[src/rtl/sdram_col_pkg.sv]
package sdram_col_pkg;
   localparam logic [2:0] LEN_ONE   = 3'b000;
   localparam logic [2:0] LEN_TWO   = 3'b001;
   localparam logic [2:0] LEN_FOUR  = 3'b010;
   localparam logic [2:0] LEN_EIGHT = 3'b011;
   localparam logic [2:0] LEN_PAGE  = 3'b111;

   typedef enum logic {
      ORD_SEQ = 1'b0,
      ORD_ILV = 1'b1
   } order_e;
endpackage

[src/rtl/col_len_decode.sv]
module col_len_decode
   import sdram_col_pkg::*;
#(
   parameter int PAGE_W = 8
) (
   input  logic [2:0]        code,
   input  order_e            order,
   input  logic              is_write,
   input  logic              wr_single,
   output logic [PAGE_W-1:0] mask,
   output logic              full,
   output logic              err
);
   initial begin
      if (PAGE_W < 3) $error("PAGE_W must cover an 8-beat block");
   end

   always_comb begin
      mask = '0;
      full = 1'b0;
      err  = 1'b0;
      unique case (code)
         LEN_ONE:   mask = '0;
         LEN_TWO:   mask = PAGE_W'(1);
         LEN_FOUR:  mask = PAGE_W'(3);
         LEN_EIGHT: mask = PAGE_W'(7);
         LEN_PAGE: begin
            if (order == ORD_SEQ) begin
               mask = '1;
               full = 1'b1;
            end else begin
               err = 1'b1;
            end
         end
         default:   err = 1'b1;
      endcase
      if (is_write && wr_single) begin
         mask = '0;
         full = 1'b0;
      end
   end
endmodule

[src/rtl/col_beat_ctr.sv]
module col_beat_ctr #(
   parameter int PAGE_W = 8
) (
   input  logic              clk,
   input  logic              rst_n,
   input  logic              start,
   input  logic              stop,
   input  logic [PAGE_W-1:0] mask_in,
   input  logic              full_in,
   output logic              active,
   output logic [PAGE_W-1:0] cnt,
   output logic [PAGE_W-1:0] mask_q,
   output logic              last
);
   logic full_q;

   assign last = active && !full_q && (cnt == mask_q);

   always_ff @(posedge clk or negedge rst_n) begin
      if (!rst_n) begin
         active <= 1'b0;
         cnt    <= '0;
         mask_q <= '0;
         full_q <= 1'b0;
      end else if (start) begin
         active <= 1'b1;
         cnt    <= '0;
         mask_q <= mask_in;
         full_q <= full_in;
      end else if (stop) begin
         active <= 1'b0;
      end else if (active) begin
         if (last) active <= 1'b0;
         cnt <= cnt + 1'b1;
      end
   end


   beat_in_range_chk: assert property (@(posedge clk) disable iff (!rst_n)
      (active && !full_q) |-> (cnt <= mask_q));
endmodule

[src/rtl/col_addr_gen.sv]
module col_addr_gen
   import sdram_col_pkg::*;
#(
   parameter int COL_W  = 9,
   parameter int PAGE_W = 8
) (
   input  logic              clk,
   input  logic              rst_n,
   input  logic              load,
   input  logic [COL_W-1:0]  start_col,
   input  order_e            order,
   input  logic [PAGE_W-1:0] mask,
   input  logic [PAGE_W-1:0] cnt,
   output logic [COL_W-1:0]  col
);
   logic [COL_W-1:0]  base_q;
   order_e            ord_q;
   logic [PAGE_W-1:0] seq_low;
   logic [PAGE_W-1:0] ilv_low;

   always_ff @(posedge clk or negedge rst_n) begin
      if (!rst_n) begin
         base_q <= '0;
         ord_q  <= ORD_SEQ;
      end else if (load) begin
         base_q <= start_col;
         ord_q  <= order;
      end
   end

   assign seq_low = base_q[PAGE_W-1:0] + cnt;
   assign ilv_low = base_q[PAGE_W-1:0] ^ cnt;

   for (genvar i = 0; i < PAGE_W; i++) begin : g_low
      always_comb begin
         if (!mask[i])             col[i] = base_q[i];
         else if (ord_q == ORD_ILV) col[i] = ilv_low[i];
         else                      col[i] = seq_low[i];
      end
   end

   if (COL_W > PAGE_W) begin : g_high
      assign col[COL_W-1:PAGE_W] = base_q[COL_W-1:PAGE_W];
   end
endmodule

[src/rtl/sdram_col_seq.sv]
module sdram_col_seq
   import sdram_col_pkg::*;
#(
   parameter int COL_W     = 9,
   parameter int PAGE_COLS = 256
) (
   input  logic             clk,
   input  logic             rst_n,
   input  logic             start,
   input  logic             is_write,
   input  logic [COL_W-1:0] start_col,
   input  logic [2:0]       bl_code,
   input  logic             burst_ilv,
   input  logic             wr_single,
   input  logic             stop,
   output logic [COL_W-1:0] col_out,
   output logic             col_valid,
   output logic             last_beat,
   output logic             cfg_err
);
   localparam int PAGE_W = $clog2(PAGE_COLS);

   initial begin
      if ((1 << PAGE_W) != PAGE_COLS) $error("PAGE_COLS must be a power of two");
      if (COL_W < PAGE_W) $error("COL_W must hold a page offset");
   end

   logic [PAGE_W-1:0] dec_mask;
   logic              dec_full;
   logic              dec_err;
   logic [PAGE_W-1:0] cnt;
   logic [PAGE_W-1:0] mask_q;
   logic              err_q;
   order_e            order;

   assign order = order_e'(burst_ilv);

   col_len_decode #(.PAGE_W(PAGE_W)) i_dec (
      .code(bl_code), .order(order), .is_write(is_write), .wr_single(wr_single),
      .mask(dec_mask), .full(dec_full), .err(dec_err)
   );

   col_beat_ctr #(.PAGE_W(PAGE_W)) i_ctr (
      .clk(clk), .rst_n(rst_n), .start(start), .stop(stop),
      .mask_in(dec_mask), .full_in(dec_full),
      .active(col_valid), .cnt(cnt), .mask_q(mask_q), .last(last_beat)
   );

   col_addr_gen #(.COL_W(COL_W), .PAGE_W(PAGE_W)) i_addr (
      .clk(clk), .rst_n(rst_n), .load(start), .start_col(start_col),
      .order(order), .mask(mask_q), .cnt(cnt), .col(col_out)
   );

   always_ff @(posedge clk or negedge rst_n) begin
      if (!rst_n)     err_q <= 1'b0;
      else if (start) err_q <= dec_err;
   end
   assign cfg_err = err_q;


   first_beat_chk: assert property (@(posedge clk) disable iff (!rst_n)
      start |=> (col_valid && col_out == $past(start_col)));

   end_after_last_chk: assert property (@(posedge clk) disable iff (!rst_n)
      (last_beat && !start) |=> !col_valid);

   stop_ends_chk: assert property (@(posedge clk) disable iff (!rst_n)
      (stop && !start) |=> !col_valid);

   keeps_running_chk: assert property (@(posedge clk) disable iff (!rst_n)
      (col_valid && !last_beat && !stop && !start) |=> col_valid);

   reserved_flag_chk: assert property (@(posedge clk) disable iff (!rst_n)
      (start && (bl_code[2] && !(bl_code == 3'b111 && !burst_ilv))) |=> (cfg_err && last_beat));

   idle_quiet_chk: assert property (@(posedge clk) disable iff (!rst_n)
      !col_valid |-> !last_beat);
endmodule

[config.mk]
export PLATFORM = sky130hd
export DESIGN_NAME = sdram_col_seq
export DESIGN_NICKNAME = d
export VERILOG_FILES = /design/src/rtl/sdram_col_pkg.sv /design/src/rtl/col_len_decode.sv /design/src/rtl/col_beat_ctr.sv /design/src/rtl/col_addr_gen.sv /design/src/rtl/sdram_col_seq.sv
export SDC_FILE = /design/constraint.sdc
export NUM_CORES = 1
export LEC_CHECK = 0
export BUFFER_PORTS_ARGS = -buffer_cell sky130_fd_sc_hd__clkbuf_2
export CAP_MARGIN = 5
export CORE_MARGIN = 3
export CORE_UTILIZATION = 51
export DETAILED_ROUTE_END_ITERATION = 8
export GPL_ROUTABILITY_DRIVEN = 1
export PLACE_DENSITY = 0.78
export SLEW_MARGIN = 0
export SYNTH_ARGS = -nofsm -noshare
export SYNTH_HDL_FRONTEND = slang
export SYNTH_HIERARCHICAL = 1
export SYNTH_SLANG_ARGS = --single-unit
[constraint.sdc]
create_clock -name clk -period 1.6 [get_ports clk]
set_input_delay 0 -clock clk [delete_from_list [all_inputs] [get_ports clk]]
set_output_delay 0 -clock clk [all_outputs]
set_load 0.03 [all_outputs]
# --- After elaboration in Yosys (flattened, before gate mapping) ---
# Index checks and enable logic that the tools add are counted.
op_classes:
  addsub: 2
  eq_ne: 6
  mux: 31
  reduce_logical: 8
  bitwise: 1
op_table:
  columns: ["op", "count"]
  rows:
  - ["two-way mux 8 bit", 5]
  - ["case mux 8 bit (4 select lines)", 1]
  - ["two-way mux 1 bit", 24]
  - ["adder 8 x 1 -> 8 bit, second input constant", 1]
  - ["adder 8 bit", 1]
  - ["== test 8 bit", 1]
  - ["bitwise XOR 8 bit", 1]
  - ["== test 3 x 2 -> 1 bit, second input constant", 2]
  - ["OR reduction 4 bit", 1]
  - ["== test 3 x 1 -> 1 bit, second input constant", 1]
  - ["== test 3 bit, second input constant", 1]
  - ["logical AND 1 bit", 3]
  - ["logical NOT 3 bit", 1]
  - ["!= test 2 bit, second input constant", 1]
  - ["case mux 1 bit (2 select lines)", 1]
  - ["AND reduction 2 bit", 1]
  - ["nonzero test 2 bit", 1]
  - ["logical NOT 1 bit", 1]
totals:
  output_inout_bits: 12
  reg_bits: 29

# --- Logic depth before layout (Yosys ltp) ---
# Gate-level depths: netlist of the first run.
depth:
  depth_word: 7
  ltp_mapped: 8

# --- By module ---
# Netlist of the first run, hierarchy kept.
by_module_without_submodules:
  columns: ["module", "instances", "seq_area_each_um2", "cells_each", "area_each_um2"]
  rows:
  - ["col_beat_ctr", 1, 450.4, 76, 887.1]
  - ["col_addr_gen", 1, 250.2, 84, 814.5]
  - ["col_len_decode", 1, 0.0, 16, 111.4]
  - ["sdram_col_seq", 1, 25.0, 2, 40.0]

# --- Worst setup path before layout of the first run ---
# No wires, ideal clock.
synth_timing:
  path_kind: "reg-to-output"
  startpoint: "register i_ctr.cnt[0]"
  endpoint: "output col_out[4]"
  n_path_buf: 0
  setup_slack_ns: -0.375
  t_arrival_ns: 1.975
  stages_incl_launch_ff: 9
  cell_sequence: "dfrtp_1 -> ha_1 -> inv_1 -> fa_1 -> nor2b_1 -> o21ai_0 -> a21oi_1 -> xnor2_1 -> a21oi_1"
synth_via:
  elab_chain_cells: 3
synth_lines:
  columns: ["element", "line_no", "source"]
  rows:
  - ["start, declared", "col_beat_ctr.sv:11", "output logic [PAGE_W-1:0] cnt,"]
  - ["start signal, assigned", "col_beat_ctr.sv:34", "cnt <= cnt + 1'b1;"]
  - ["adder 8 bit", "col_addr_gen.sv:31", "assign seq_low = base_q[PAGE_W-1:0] + cnt;"]
  - ["two-way mux 1 bit", "col_addr_gen.sv:37", "else if (ord_q == ORD_ILV) col[i] = ilv_low[i];"]
  - ["two-way mux 1 bit", "col_addr_gen.sv:36", "if (!mask[i]) col[i] = base_q[i];"]
  - ["end, declared", "sdram_col_seq.sv:16", "output logic [COL_W-1:0] col_out,"]
# Every way passes these cells.

# --- Worst setup path in the final report of the first run ---
# Ends and elaborated chain as after synthesis.

==> results of run 1 <==
## cell families (layout without fill, tap and decap cells)
group,Yosys count,count (layout),share of synthesized area (%)
compound gates,34,34,11.5
xor+xnor,15,15,7.09
flops,29,29,39.2
mux,23,23,14.2
fa+ha+maj,9,9,6.48
buf+inv,17,80,5.54
simple gates,51,51,16.0
## final cells by class
class                      count  area share [%]
inverter                       7            1.01
clock buffer                   7            2.12
multi-input combinational    132            47.0
sequential                    29            28.0
timing repair buffer          66            19.6
tap                           46            2.21
## repair_timing
| item | in CTS | in global routing |
|---|---|---|
| setup endpoints to repair | 8 | 9 |
| endpoints found under the hold margin | 39 | 0 |
| hold buffers | 11 | 0 |
| resized for setup | 23 | 17 |
| buffers inserted | 1 | 2 |
| pin swaps | 11 | 8 |
## metal layers
metal | share of wire (%) | routed length (um) | up-vias
met5 | 0 | 0 | -
met4 | 2.2 | 108 | 0
met3 | 3.7 | 186 | 11
met2 | 57 | 2830 | 46
met1 | 38 | 1880 | 798
li1 | - | - | 763
## registers in the layout (all words and copies together), names as in the netlist
| register | count |
|---|---|
| i_addr/base_q | 9 |
| i_ctr/cnt | 8 |
| i_ctr/mask_q | 8 |
| cfg_err | 1 |
| i_addr/ord_q | 1 |
| i_ctr/active | 1 |
| i_ctr/full_q | 1 |
## worst max path at each step
| stage | from | endpoint | slack (ns) | cells after the start |
|---|---|---|---|---|
| 2_1_floorplan | i_ctr/cnt[1] | col_out[7] | -0.17 | 6 |
| 3_3_place_gp | i_addr/base_q[1] | col_out[7] | -0.19 | 7 |
| 3_5_place_dp | i_addr/base_q[1] | col_out[7] | -0.23 | 7 |
| 4_1_cts | i_addr/base_q[1] | col_out[7] | -0.57 | 7 |
| 5_1_grt | i_ctr/cnt[0] | col_out[4] | -0.70 | 9 |
| 6_report | i_ctr/cnt[0] | col_out[4] | -0.62 | 9 |
## critical path: cells and delay by family, from the launching register on
| kind | cells | cell delay (ns) |
|---|---|---|
| adder cells (fa/ha/maj) | 2 | 0.59 |
| AO/OA/AOI/OAI | 3 | 0.42 |
| flip-flops | 1 | 0.38 |
| buffers and inverters | 2 | 0.23 |
| AND/OR/NAND/NOR | 1 | 0.15 |
| XOR/XNOR | 1 | 0.10 |
## power by group through the flow
stage	sequential (W)	clock (W)	combinational [W]
final	0.000845	0.000462	0.000670
after global routing	0.000852	0.000493	0.000715
after CTS	0.000839	0.000470	0.000610
after detailed placement	0.000852	0	0.000529
after global placement	0.000847	0	0.000507
after floorplan	0.000855	0	0.000340
## cells in the mapped netlist, drive strengths merged, types with 2 or more instances
cell	n
buf	8
mux2i	2
nand4	2
xnor2	10
o31ai	2
o21ai	7
a31oi	2
nand3b	5
or4	2
or3	3
nand2	8
dfrtp	29
mux2	21
xor2	5
nor2	9
a21oi	14
nand2b	3
inv	7
and3	4
ha	8
nand3	3
clkbuf	2
nor3	2
nor2b	4
nand4b	2
## through the flow
step	total power (W)	instances	hold slack [ns]	setup slack [ns]	TNS, ns
4_1_cts	0.00192	285	0.0648	-0.569	-3.24
3_5_place_dp	0.00138	266	0.0909	-0.231	-0.771
2_1_floorplan	0.00120	178	-0.296	-0.168	-0.421
5_1_grt	0.00206	287	0.102	-0.702	-4.32
6_report	0.00198	287	0.0694	-0.621	-3.50
3_3_place_gp	0.00135	266	0.0828	-0.186	-0.529
## cell usage in the layout, fill, tap and decap left out, types with 6 or more instances in the layout
cell,Yosys,final
clkbuf_2,0,22
mux2_2,19,19
buf_4,5,25
clkbuf_8,1,6
inv_1,7,6
dlygate4sd3_1,0,11
dfrtp_1,29,28
a21oi_1,14,9
nor2_1,9,8
nand2_1,8,8
==> metrics.md, run 1 <==
| Metric | Value |
|---|---|
| Outcome | `finished with violations` |
| Failing checks | `negative setup slack` |
| H-tree depth | `2` |
| Avg Cell Area, Syn | `10.4 um^2` |
| RSZ-0062 raised after global routing | `true` |
| Total congestion overflow | `0` |
| Clk pwr share | `around a quarter` |
| Worst hold start | `stop` |
| Sequential fraction of the synthesis area | `39.2%` |
| Final setup vio count | `9` |
| Pin count of the biggest net entering global routing | `32` |
| Clock Latency Late Sink | `about 0.34 ns` |
| Fin area | `2600 um^2` |
| Reg2reg end | `i_ctr/active` |
| Post-synth cell types | `45` |
| CTS Buffer Depth | `2` |
| Multi-input gate area | `1220 um^2` |
| DIE HEIGHT | `between 60 and 70 um` |
| Final period utilization | `139%` |
| Pint | `0.00133 W` |
| Syn Nets | `roughly 200` |
| Initial core utilization | `54.2%` |
| Worst-case clock skew | `0.00763 ns` |
| Ys flop type | `dfrtp_1` |
| # port buffers | `30` |
| Core region area | `between 3000 and 4000 um^2` |
| Hold Crit Class | `in -> reg` |
| Net Sw Power | `0.000649 W` |
| Synth Register Bits | `29` |
| Fillers | `about 220` |
| CTS root buffer | `clkbuf_4` |
| Clk slew on worst S/H paths | `approximately 0.08 ns` |
| Synth async-reset ratio | `between 90% and 100%` |
| First drt pass iteration count | `5` |
| Vias | `1618` |
| CP cell instances | `ha_2 > inv_2 > fa_2 > nor2b_4 > o21ai_4 > a21oi_2 > xnor2_2 > a21oi_2 > clkbuf_8` |
| CP Launch Type | `register` |
| FF/Latch Area | `727 um^2` |
| RR Startpoint | `i_ctr/cnt[0]` |
| Worst-path fanout max | `2` |
| Most used cell along the critical path | `a21oi_2` |
| Static Leakage | `roughly 1.1 nW` |
| Flop2flop setup slack | `-0.05 ns` |
| Slew HR | `between 40% and 50%` |
| Die Wd | `66.3 um` |
| Post-detailed-route count of antenna-violating nets | `0` |
| Fin. Hold Viols | `0` |
| Gr usage total | `between 20% and 30%` |
| Sink Count | `29` |
| Initial antenna violation count | `0` |
| Comb pwr share | `between 30 and 40%` |
| First-pass GRT wire length | `~7.6 mm` |
| N_diodes | `0` |
| Max-cap violation count | `0` |
| DP HPWL | `~3.2 mm` |
| Total CTS buffers | `5` |
| Slew of the pin with the lowest slew margin | `~0.77 ns` |
| Vias in the first global route | `1707` |
| GR Util met1 | `approximately 24%` |
| Fin crit period | `2.22 ns` |
| Fraction of layout cells with a size suffix above 1 | `47.3%` |
| Placed inst area | `2230 um^2` |
| Fin nets | `269` |
| Row count | `21` |
| CP max stage cell | `dfrtp_1` |
| Seq pwr share | `42.8%` |
| Critical path data required time | `between 1.5 and 2 ns` |
| EDFF count, synth | `0` |
| Die area | `4390 um^2` |
| Max VDD drop | `545 uV` |
| Cells after Synth | `approximately 180` |
| Hold Crit Endpoint | `i_ctr/cnt[2]` |
| 1st-iter DRT viols | `approximately 120` |
| Highest Clock Rate | `450 MHz` |
| Worst setup margin | `-0.621 ns` |
| GR Util met2 | `43.7%` |
| Total Wirelength | `between 5 and 6 mm` |
| I/O pin count | `31` |
| Residual DRC | `0` |
| Synth top area share | `a little under 40%` |
| Yosys warns | `6` |
| Via/cell ratio | `5.64` |
| Gr busiest metal | `met2` |
| Fin. max-slew vios | `0` |
| CTS tree | `built` |
| Largest stage delay, worst path | `around 0.38 ns` |
| Crit Path Category | `reg -> out` |
| Switching share of power | `32.8%` |
| Crit end category | `output pin` |
| Worst r2r path cells | `6` |
| Synthesized cell area | `1850 um^2` |
| Area Overhead vs Synth | `40.2%` |
| Power per cell area | `761 nW/um^2` |
| Fin util | `76.1%` |
| Top cell type by total area after synthesis | `dfrtp_1` |
| Top cells by area, synth | `dfrtp_1 (39%), mux2_2 (12%), ha_1 (5.4%), xnor2_1 (4.7%), a21oi_1 (3.8%)` |
| GRT met3 Usage | `between 5 and 6%` |
| Hold Path Cell Cnt | `4` |
| Data arrival time of the critical path | `2.22 ns` |
| RePlAce Congestion | `~0.9` |
| DR WL/cell | `between 15 and 20 um` |
No activity file was read; power rests on OpenSTA's default activity.
==> run 2, diff against run 1 <==
--- a/config.mk
+++ b/config.mk
@@ -8,10 +8,10 @@
 export BUFFER_PORTS_ARGS = -buffer_cell sky130_fd_sc_hd__clkbuf_2
 export CAP_MARGIN = 5
 export CORE_MARGIN = 3
-export CORE_UTILIZATION = 51
+export CORE_UTILIZATION = 45
 export DETAILED_ROUTE_END_ITERATION = 8
 export GPL_ROUTABILITY_DRIVEN = 1
-export PLACE_DENSITY = 0.78
+export PLACE_DENSITY = 0.71
 export SLEW_MARGIN = 0
 export SYNTH_ARGS = -nofsm -noshare
 export SYNTH_HDL_FRONTEND = slang
==> run 2 against run 1 <==
  * The flow still finishes with violations (negative setup slack)
  * Sequential cell count did not move
  * Routed wire length is 3.9% lower
  * Global-route usage is 2.6 points lower
  * Clock-buffer cell count rose by 1
  * Critical path depth fell by 2
  * Core utilization decreased by 6.4 points
  * Via count down 0.49%
  * Fmax rose by 3.5%
  * Critical endpoint is now col_out[7]
  * Highest routed layer unchanged
==> metrics.md, run 2 (synthesis gave the netlist of run 1 again) <==
| Metric | Value |
|---|---|
| Vias | `1610` |
| Net Sw Power | `about 0.00064 W` |
| Post-detailed-route count of antenna-violating nets | `0` |
| CP cell instances | `ha_4 > a21oi_1 > o22ai_1 > a31oi_1 > mux2i_1 > xor2_2 > clkbuf_8` |
| Die Wd | `70.2 um` |
| Flop2flop setup slack | `roughly 0.090 ns` |
| Initial core utilization | `between 40% and 50%` |
| Fin crit period | `2.15 ns` |
| Multi-input gate area | `1230 um^2` |
| Fillers | `268` |
| Biggest registers after layout | `i_addr/base_q x9, i_ctr/cnt x8, i_ctr/mask_q x8` |
| M1 wire length | `roughly 1.9 mm` |
| 1st-iter DRT viols | `53` |
| First-pass GRT wire length | `7.85 mm` |
| FF/Latch Area | `728 um^2` |
| Hold Crit Class | `in -> reg` |
| Die area | `4920 um^2` |
| RePlAce Congestion | `0.892` |
| Clk slew on worst S/H paths | `0.06 ns` |
| Vias in the first global route | `1697` |
| CTS Buffer Depth | `2` |
| Crit Path Category | `reg -> out` |
| Failing checks | `negative setup slack` |
| CP bufs+invs | `1` |
| Total CTS buffers | `5` |
| Pin count of the biggest net entering global routing | `32` |
| DR WL/cell | `between 15 and 20 um` |
| # port buffers | `30` |
| Total chip power | `0.00210 W` |
| Row count | `22` |
| Slew HR | `50.1%` |
| Max VDD drop | `762 uV` |
| Max-cap violation count | `0` |
| Met3 wire length | `214 um` |
| Area Overhead vs Synth | `43.8%` |
| Sink Count | `29` |
| First drt pass iteration count | `4` |
| Worst-path fanout max | `4` |
| Final setup vio count | `8` |
| CP Launch Type | `register` |
| Via/cell ratio | `between 5 and 6` |
| Commonest cells after routing, fill and taps aside | `dfrtp_1 (27), buf_4 (24), clkbuf_2 (22)` |
| Switching share of power | `between 30% and 40%` |
| Seq pwr share | `40.3%` |
| Residual DRC | `0` |
| Static Leakage | `1.16 nW` |
| Crit end category | `output pin` |
| Max reg flops | `9` |
| Top layer in use | `met4` |
| Total Wirelength | `4.81 mm` |
| DIE HEIGHT | `70.2 um` |
| Worst-case clock skew | `~0.008 ns` |
| RSZ-0062 raised after global routing | `true` |
| CTS root buffer | `clkbuf_8` |
| DR WL met2 | `2.50 mm` |
| Top delay family on crit path | `compound AO/OA/AOI/OAI gates` |
| Largest Register | `i_addr/base_q` |
| Fin nets | `270` |
| Power per cell area | `790 nW/um^2` |
| Clk pwr share | `~29%` |
| Final period utilization | `134%` |
| Highest Clock Rate | `approximately 470 MHz` |
| Largest stage delay, worst path | `between 0.4 and 0.5 ns` |
| CP max stage cell | `dfrtp_1` |
| Clock Latency Late Sink | `approximately 0.28 ns` |
| DP HPWL | `3.33 mm` |
| Outcome | `finished with violations` |
| Slew of the pin with the lowest slew margin | `0.749 ns` |
| Total congestion overflow | `0` |
| Core region area | `3830 um^2` |
| Comb pwr share | `a little under a third` |
| Fin. Hold Viols | `0` |
| Pint | `0.00146 W` |
| Fraction of layout cells with a size suffix above 1 | `49.0%` |
| Critical path data required time | `roughly 1.6 ns` |
| Pre-CTS setup slack | `-0.241 ns` |
| H-tree depth | `2` |
| Fin. max-slew vios | `0` |
| CTS tree | `built` |
| Data arrival time of the critical path | `~2.2 ns` |
| Most common cell after layout, fill and taps aside | `dfrtp_1` |
| I/O pin count | `31` |
| N_diodes | `0` |
| Worst setup margin | `-0.546 ns` |
| Gr usage total | `20.7%` |
| Initial antenna violation count | `0` |
run 2: changes by cell type in the layout (fill, tap and decap cells not counted), sizes merged:
cell | before | now
clkbuf | 34 | 33
buf | 28 | 32
dlygate4sd3 | 11 | 10
run 2: layout make-up:
class                           instances  share of cell area, %
Timing Repair Buffer                   67                   19.7
Clock buffer                            8                   3.38
Inverter                                7                  0.986
Sequential cell                        29                   27.3
Tap cell                               48                   2.25
Multi-Input combinational cell        132                   46.3
run 2: path summary, 6_finish.rpt:
path,depth (start not counted),from,endpoint
hold / removal,2,burst_ilv,i_addr/ord_q
setup / recovery,7,i_ctr/cnt[6],col_out[7]
min in group asynchronous,2,rst_n,i_ctr/mask_q[0]
setup reg to reg,6,i_ctr/cnt[1],i_ctr/cnt[4]
hold reg to reg,1,i_ctr/full_q,i_ctr/full_q
max in group asynchronous,2,rst_n,i_ctr/cnt[5]
run 2: power by group through the flow:
| stage | sequential [W] | clock (W) | combinational, W |
|---|---|---|---|
| 6_report | 0.000848 | 0.000612 | 0.000644 |
| 2_1_floorplan | 0.000855 | 0 | 0.000340 |
| 4_1_cts | 0.000846 | 0.000626 | 0.000614 |
| 3_5_place_dp | 0.000852 | 0 | 0.000528 |
| 3_3_place_gp | 0.000848 | 0 | 0.000511 |
| 5_1_grt | 0.000853 | 0.000669 | 0.000696 |
run 2: per-stage QoR:
| stage | utilization, % | hold slack (ns) | area, um^2 | setup TNS [ns] | instances |
|---|---|---|---|---|---|
| after global placement | 58.9 | 0.0799 | 2250 | -0.636 | 271 |
| after floorplan | - | -0.296 | 1930 | -0.421 | 178 |
| final | 69.7 | 0.0413 | 2670 | -2.45 | 291 |
| after detailed placement | 58.9 | 0.101 | 2250 | -0.860 | 271 |
| after global routing | 69.7 | 0.0424 | 2670 | -3.21 | 291 |
| after CTS | 68.1 | 0.0267 | 2610 | -2.57 | 291 |
run 2: timing repair:
item                       CTS  global route
setup buffers                2             0
hold endpoints to repair    38             0
setup endpoints to repair    8            10
pin swaps                   11            12
resized for setup           33            16
hold buffers                10             0
run 2: routing by layer:
metal,global-route usage (%),vias up
met3,4.89,14
met5,0,-
li1,-,768
met4,11.3,0
met1,23.8,786
met2,35.4,42
